[src/rtl/vt_pkg.sv]
package vt_pkg;
  typedef enum logic [1:0] {
    KIND_LINE  = 2'd0,
    KIND_FRAME = 2'd1,
    KIND_STOP  = 2'd2
  } kind_e;

  localparam int unsigned SYNC_B    = 0;
  localparam int unsigned SEL_LSB   = 1;
  localparam int unsigned TGT_RST_B = 3;
  localparam int unsigned TGT_IRQ_B = 4;
  localparam int unsigned OVF_IRQ_B = 5;
  localparam int unsigned ALT_B     = 8;
endpackage

[src/rtl/vt_sync_ctl.sv]
module vt_sync_ctl #(
  parameter vt_pkg::kind_e KIND = vt_pkg::KIND_LINE
) (
  input  logic       clk_i,
  input  logic       rst_ni,
  input  logic       sync_i,
  input  logic [1:0] sel_i,
  input  logic       blank_i,
  input  logic       frame_i,
  output logic       run_o,
  output logic       clr_o
);
  logic blank_q, frame_q;
  logic b_rise, f_rise;

  always_ff @(posedge clk_i or negedge rst_ni) begin
    if (!rst_ni) begin
      blank_q <= 1'b0;
      frame_q <= 1'b0;
    end else begin
      blank_q <= blank_i;
      frame_q <= frame_i;
    end
  end

  assign b_rise = blank_i & ~blank_q;
  assign f_rise = frame_i & ~frame_q;

  always_comb begin
    run_o = 1'b1;
    clr_o = 1'b0;
    if (sync_i) begin
      if (KIND == vt_pkg::KIND_STOP) begin
        run_o = !(sel_i == 2'd0 || sel_i == 2'd3);
      end else begin
        case (sel_i)
          2'd0:       run_o = !blank_i;
          2'd1, 2'd2: clr_o = b_rise | f_rise;
          default:    ;
        endcase
      end
    end
  end
endmodule

[src/rtl/vt_channel.sv]
module vt_channel #(
  parameter vt_pkg::kind_e KIND = vt_pkg::KIND_LINE,
  parameter int unsigned   CNT_W = 16
) (
  input  logic             clk_i,
  input  logic             rst_ni,
  input  logic             sys_ce_i,
  input  logic             alt_ce_i,
  input  logic             blank_i,
  input  logic             frame_i,
  input  logic             cnt_we_i,
  input  logic             mode_we_i,
  input  logic             tgt_we_i,
  input  logic [CNT_W-1:0] wdata_i,
  output logic [CNT_W-1:0] cnt_o,
  output logic [CNT_W-1:0] mode_o,
  output logic [CNT_W-1:0] tgt_o,
  output logic             irq_o
);
  import vt_pkg::*;

  logic [CNT_W-1:0] cnt_q, mode_q, tgt_q, nxt;
  logic irq_q, tick, run, clr, hit, ovf;

  vt_sync_ctl #(.KIND(KIND)) i_sync (
    .clk_i   (clk_i),
    .rst_ni  (rst_ni),
    .sync_i  (mode_q[SYNC_B]),
    .sel_i   (mode_q[SEL_LSB+:2]),
    .blank_i (blank_i),
    .frame_i (frame_i),
    .run_o   (run),
    .clr_o   (clr)
  );

  assign tick = mode_q[ALT_B] ? alt_ce_i : sys_ce_i;
  assign nxt  = cnt_q + 1'b1;
  assign hit  = (nxt == tgt_q);
  assign ovf  = &cnt_q;

  always_ff @(posedge clk_i or negedge rst_ni) begin
    if (!rst_ni) begin
      cnt_q <= '0;
      irq_q <= 1'b0;
    end else if (cnt_we_i) begin
      cnt_q <= wdata_i;
      irq_q <= 1'b0;
    end else if (clr) begin
      cnt_q <= '0;
      irq_q <= 1'b0;
    end else if (run && tick) begin
      cnt_q <= (hit && mode_q[TGT_RST_B]) ? '0 : nxt;
      irq_q <= (hit && mode_q[TGT_IRQ_B]) || (ovf && mode_q[OVF_IRQ_B]);
    end else begin
      irq_q <= 1'b0;
    end
  end

  always_ff @(posedge clk_i or negedge rst_ni) begin
    if (!rst_ni) begin
      mode_q <= '0;
      tgt_q  <= '0;
    end else begin
      if (mode_we_i) mode_q <= wdata_i;
      if (tgt_we_i)  tgt_q  <= wdata_i;
    end
  end

  assign cnt_o  = cnt_q;
  assign mode_o = mode_q;
  assign tgt_o  = tgt_q;
  assign irq_o  = irq_q;


  irq_needs_enable_chk: assert property (@(posedge clk_i) disable iff (!rst_ni)
    irq_q |-> $past(mode_q[TGT_IRQ_B] | mode_q[OVF_IRQ_B]));


  blank_clear_chk: assert property (@(posedge clk_i) disable iff (!rst_ni)
    $past(clr && !cnt_we_i) |-> cnt_q == '0);

  generate
    if (KIND == KIND_STOP) begin : g_stop_chk

      stop_hold_chk: assert property (@(posedge clk_i) disable iff (!rst_ni)
        $past(mode_q[SYNC_B] && (mode_q[SEL_LSB+:2] == 2'd0 || mode_q[SEL_LSB+:2] == 2'd3)
              && !cnt_we_i) |-> $stable(cnt_q));
    end else begin : g_pause_chk

      pause_hold_chk: assert property (@(posedge clk_i) disable iff (!rst_ni)
        $past(mode_q[SYNC_B] && mode_q[SEL_LSB+:2] == 2'd0 && blank_i && !cnt_we_i)
        |-> $stable(cnt_q));
    end
  endgenerate
endmodule

[src/rtl/vt_bus_dec.sv]
module vt_bus_dec #(
  parameter int unsigned NUM_CH = 3,
  parameter int unsigned CNT_W  = 16,
  parameter int unsigned ADDR_W = 6
) (
  input  logic                         we_i,
  input  logic [ADDR_W-1:0]            addr_i,
  input  logic [NUM_CH-1:0][CNT_W-1:0] cnt_i,
  input  logic [NUM_CH-1:0][CNT_W-1:0] mode_i,
  input  logic [NUM_CH-1:0][CNT_W-1:0] tgt_i,
  output logic [NUM_CH-1:0]            cnt_we_o,
  output logic [NUM_CH-1:0]            mode_we_o,
  output logic [NUM_CH-1:0]            tgt_we_o,
  output logic [CNT_W-1:0]             rdata_o
);
  localparam int unsigned CH_W = ADDR_W - 4;

  logic [CH_W-1:0] ch;
  logic [1:0]      rsel;
  logic            aligned;

  assign ch      = addr_i[ADDR_W-1:4];
  assign rsel    = addr_i[3:2];
  assign aligned = (addr_i[1:0] == 2'b00);

  always_comb begin
    cnt_we_o  = '0;
    mode_we_o = '0;
    tgt_we_o  = '0;
    rdata_o   = '0;
    for (int i = 0; i < NUM_CH; i++) begin
      if (aligned && ch == CH_W'(i)) begin
        cnt_we_o[i]  = we_i && rsel == 2'd0;
        mode_we_o[i] = we_i && rsel == 2'd1;
        tgt_we_o[i]  = we_i && rsel == 2'd2;
        case (rsel)
          2'd0:    rdata_o = cnt_i[i];
          2'd1:    rdata_o = mode_i[i];
          2'd2:    rdata_o = tgt_i[i];
          default: rdata_o = '0;
        endcase
      end
    end
  end


  one_write_chk: assert final ($countones({cnt_we_o, mode_we_o, tgt_we_o}) <= 1);
endmodule

[src/rtl/vt_timer.sv]
module vt_timer #(
  parameter int unsigned CNT_W  = 16,
  parameter int unsigned ADDR_W = 6
) (
  input  logic              clk_i,
  input  logic              rst_ni,
  input  logic              sys_ce_i,
  input  logic              pix_ce_i,
  input  logic              line_ce_i,
  input  logic              hblank_i,
  input  logic              vblank_i,
  input  logic              bus_we_i,
  input  logic [ADDR_W-1:0] bus_addr_i,
  input  logic [CNT_W-1:0]  bus_wdata_i,
  output logic [CNT_W-1:0]  bus_rdata_o,
  output logic [2:0]        irq_o
);
  import vt_pkg::*;

  localparam int unsigned NUM_CH = 3;

  logic [NUM_CH-1:0][CNT_W-1:0] cnt, mode, tgt;
  logic [NUM_CH-1:0] cnt_we, mode_we, tgt_we, alt_ce, blank, frame;

  assign alt_ce = {sys_ce_i, line_ce_i, pix_ce_i};
  assign blank  = {1'b0, vblank_i, hblank_i};
  assign frame  = {1'b0, 1'b0, vblank_i};

  vt_bus_dec #(.NUM_CH(NUM_CH), .CNT_W(CNT_W), .ADDR_W(ADDR_W)) i_dec (
    .we_i      (bus_we_i),
    .addr_i    (bus_addr_i),
    .cnt_i     (cnt),
    .mode_i    (mode),
    .tgt_i     (tgt),
    .cnt_we_o  (cnt_we),
    .mode_we_o (mode_we),
    .tgt_we_o  (tgt_we),
    .rdata_o   (bus_rdata_o)
  );

  for (genvar g = 0; g < NUM_CH; g++) begin : g_ch
    localparam kind_e K = (g == 0) ? KIND_LINE : (g == 1) ? KIND_FRAME : KIND_STOP;
    vt_channel #(.KIND(K), .CNT_W(CNT_W)) i_ch (
      .clk_i     (clk_i),
      .rst_ni    (rst_ni),
      .sys_ce_i  (sys_ce_i),
      .alt_ce_i  (alt_ce[g]),
      .blank_i   (blank[g]),
      .frame_i   (frame[g]),
      .cnt_we_i  (cnt_we[g]),
      .mode_we_i (mode_we[g]),
      .tgt_we_i  (tgt_we[g]),
      .wdata_i   (bus_wdata_i),
      .cnt_o     (cnt[g]),
      .mode_o    (mode[g]),
      .tgt_o     (tgt[g]),
      .irq_o     (irq_o[g])
    );
  end
endmodule

[config.mk]
export PLATFORM = sky130hd
export DESIGN_NAME = vt_timer
export DESIGN_NICKNAME = d
export VERILOG_FILES = /design/src/rtl/vt_pkg.sv /design/src/rtl/vt_sync_ctl.sv /design/src/rtl/vt_channel.sv /design/src/rtl/vt_bus_dec.sv /design/src/rtl/vt_timer.sv
export SDC_FILE = /design/constraint.sdc
export NUM_CORES = 1
export LEC_CHECK = 0
export ABC_AREA = 0
export BUFFER_PORTS_ARGS = -buffer_cell sky130_fd_sc_hd__buf_2
export CELL_PAD_IN_SITES_DETAIL_PLACEMENT = 2
export CELL_PAD_IN_SITES_GLOBAL_PLACEMENT = 2
export CORE_ASPECT_RATIO = 0.9
export CORE_MARGIN = 2
export CORE_UTILIZATION = 39
export CTS_CLUSTER_DIAMETER = 200
export DETAILED_ROUTE_END_ITERATION = 10
export PLACE_DENSITY = 0.89
export REMOVE_ABC_BUFFERS = 1
export SLEW_MARGIN = 10
export SYNTH_ARGS = -nofsm -noshare
export SYNTH_HDL_FRONTEND = slang
export SYNTH_SLANG_ARGS = --single-unit
[constraint.sdc]
create_clock -name clk_i -period 3.25 [get_ports clk_i]
set_input_delay 0.1625 -clock clk_i [delete_from_list [all_inputs] [get_ports clk_i]]
set_output_delay 0.1625 -clock clk_i [all_outputs]
set_load 0.1 [all_outputs]
==> metrics.md <==
| Metric | Value |
|---|---|
| Status | completed |
| Sinks on Clock Net | 149 |
| CTS Buf Count | 17 |
| Largest cells by area after synthesis | dfrtp_1 (37%), mux2_2 (10%), a21oi_1 (4.7%), xnor2_1 (4.5%), mux2i_1 (3.6%) |
| Leading area contributor after synthesis | dfrtp_1 |
| Max Cap Viol | 0 |
| Reg-to-Reg Start | g_ch[1].i_ch.cnt_o[2] |
| #FFs+latches synth | 149 |
| Placed inst area | 10780 um^2 |
| Vias | 9754 |
| Syn Inst Count | 1127 |
| Syn Std Cell Area | 9971 um^2 |
| Die area | 26860 um^2 |
| Overall global routing resource usage | 0.3287 |
| Pwr dens | 712.9 nW/um^2 |
| Worst R2R Setup Slack | 0.09 ns |
| Async SR Flop Fraction | 1.000 |
| Final hold vios | 0 |
| Vias in the first global route | 10605 |
| Row count | 55 |
| Routed Antenna Nets | 0 |
| Final Cell Area | 11420 um^2 |
| Worst Max-Slew Pin Slew | 0.9221 ns |
| Crit share post-route | 0.9733 |
| Worst Path Arrival | 3.50 ns |
| HPWL after DPL | 28120 um |
| EDFF count, synth | 0 |
| Wire per inst | 29.53 um |
| Synth top cells by count | dfrtp_1 (149), nand2_1 (96), nor2_1 (96) |
| Vias/cell | 6.524 |
| Area grow syn2layout | 14.52% |
| Final wirelength | 44150 um |
| CP max FO | 11 |
| Antenna violations before repair | 3 |
| Pleak | 0.004755 uW |
| DRC | 0 |
| RSZ-0062 raised after global routing | false |
| Fmax | 316.1 MHz |
| Syn avg cell area | 8.847 um^2 |
| Ant diodes | 0 |
| Count of cell types in the netlist | 68 |
| Crit Reg-Reg Endpoint | g_ch[1].i_ch.irq_o |
| Worst Path Required | 3.58 ns |
| Ys Warns | 0 |
| # IOs | 49 |
| Hold depth | 3 |
| Max Slew Vio Count | 0 |
| Most common cell in the synthesized netlist | dfrtp_1 |
| CTS clk-pin slew, worst paths | 0.07 ns |
| Nature of the critical path startpoint | register |
| Root buf cell | clkbuf_16 |
| Hold endpoint | g_ch[0].i_ch.cnt_o[11] |
| CTS Buffer Depth | 2 |
| Synth top area share | 0.3739 |
| H-tree depth | 4 |
| Initial core utilization | 0.3970 |
| Largest net degree at the start of global routing | 87 |
| First-pass GRT wire length | 66940 um |
| Worst setup EP type | register |
| Slew headroom | 0.3853 |
| Setup-failing EPs final | 0 |
| Gpl congestion | 0.9395 |
| Drt pass-1 iters | 5 |
| Register area share after synthesis | 0.3739 |
| Hold Crit Class | in2reg |
| Die height | 155.7 um |
| Total grt overflow | 0 |
| R2R cell count | 8 |
| Setup Crit Path Kind | reg2reg |
| Post-layout nets | 1175 |
| Clock Skew | 0.009454 ns |
| Core area | 25120 um^2 |
| Worst-Skew Late Latency | 0.45 ns |
| Synth Flop Type | dfrtp_1 |
| Layout cells sized above 1 | 0.2038 |
| Final min period | 3.163 ns |
| Die X | 172.5 um |
| Post-route setup TNS | 0 ns |
| # port buffers | 48 |
| Max VDD drop | 0.3108 mV |
| CTS tree | yes |
| Hold path start | bus_wdata_i[11] |
| Iter 0 DRT Violations | 870 |
-- worst max path at each step --
stage / from / endpoint / slack, ns / depth (start not counted)
floorplan: bus_addr_i[3] / bus_rdata_o[4] / -0.08 / 5
CTS: g_ch[0].i_ch.cnt_o[0] / g_ch[0].i_ch.cnt_o[13] / 0.06 / 9
global placement: g_ch[1].i_ch.cnt_o[0] / g_ch[1].i_ch.irq_o / 0.29 / 9
finish: g_ch[1].i_ch.cnt_o[2] / g_ch[1].i_ch.irq_o / 0.09 / 8
detailed placement: g_ch[0].i_ch.cnt_o[0] / g_ch[0].i_ch.cnt_o[13] / 0.13 / 9
global route: g_ch[1].i_ch.cnt_o[4] / g_ch[1].i_ch.irq_o / 0.03 / 8
-- cells in the final DEF (no fill, tap or decap), types with 6 or more instances in the layout --
cell type  count
dfrtp_1      147
nand2_1       96
nor2_1        95
a21oi_1       93
mux2_2        90
o21ai_0       54
xnor2_1       51
nand3_1       44
buf_4         43
a22oi_1       38
mux2i_1       36
buf_2         30
nand4_1       24
xor2_1        24
nor4_1        22
and3_1        21
o21bai_1      21
o22ai_1       19
inv_1         17
clkbuf_16     17
buf_12        17
nor3_1        14
a21o_1         8
and4_1         7
and2_1         6
-- timing repair --
item | CTS | global route
buffers inserted | 0 | 3
hold endpoints to repair | 86 | 0
hold buffers | 3 | 0
pin swaps | 0 | 1
endpoints found under the setup margin | 10 | 14
resized for setup | 4 | 6
-- where the power goes --
part,internal [uW],switching (uW)
Sequential,2220,707
Clock,1080,919
Combinational,1270,1940
Total,4570,3570
-- layer usage --
| metal | GRT usage | vias up | wire length, um |
|---|---|---|---|
| li1 | - | 4092 | - |
| met1 | 0.3988 | 5067 | 17960 |
| met2 | 0.5454 | 426 | 20850 |
| met3 | 0.07334 | 163 | 2788 |
| met4 | 0.1823 | 6 | 2506 |
| met5 | 0 | - | 38 |
-- sequential cells by signal, summed over array words and instances, names as in the netlist --
signal                    cells
g_ch.i_ch.irq_o               3
g_ch.i_ch.i_sync.blank_q      2
g_ch.i_ch.tgt_o              48
g_ch.i_ch.cnt_o              48
g_ch.i_ch.mode_o             48
-- critical path, stage by stage, from the launching register on --
cell     delay [ns]
dfrtp_1        0.53
and4_1         0.58
nand2_1        0.26
a21oi_1        0.18
nor3_1         0.12
or4_1          0.55
nor4b_1        0.40
a21oi_1        0.13
nor3_1         0.29
-- cell families after synthesis --
group                      share of synthesized area
muxes                                         0.1378
and+or+nand+nor                               0.1931
xor gates and xnor gates                     0.07052
AOI/OAI and AO/OA                             0.1689
buffers and inverters                        0.04944
adders and majority gates                   0.006274
DFF                                           0.3739
-- per-stage QoR --
stage | hold WS (ns) | instances | power, uW | setup WS (ns) | util
floorplan | -0.1331 | 1027 | 4710 | -0.07590 | -
global placement | 0.3068 | 1457 | 5647 | 0.2935 | 0.4292
detailed placement | 0.3172 | 1457 | 5885 | 0.1323 | 0.4292
CTS | 0.09700 | 1492 | 8014 | 0.05632 | 0.4531
global route | 0.1104 | 1495 | 8465 | 0.03361 | 0.4546
finish | 0.1068 | 1495 | 8140 | 0.08665 | 0.4546
-- area by class of cell --
cell class	instances	area [um^2]
Fill cell	2691	13700
Multi-Input combinational cell	861	5787
Sequential cell	149	3731
Timing Repair Buffer	94	854.6
Clock buffer	21	450.4
Tap cell	342	427.9
Clock inverter	11	103.9
Inverter	17	63.81
Power figures use the tool's default switching activity.
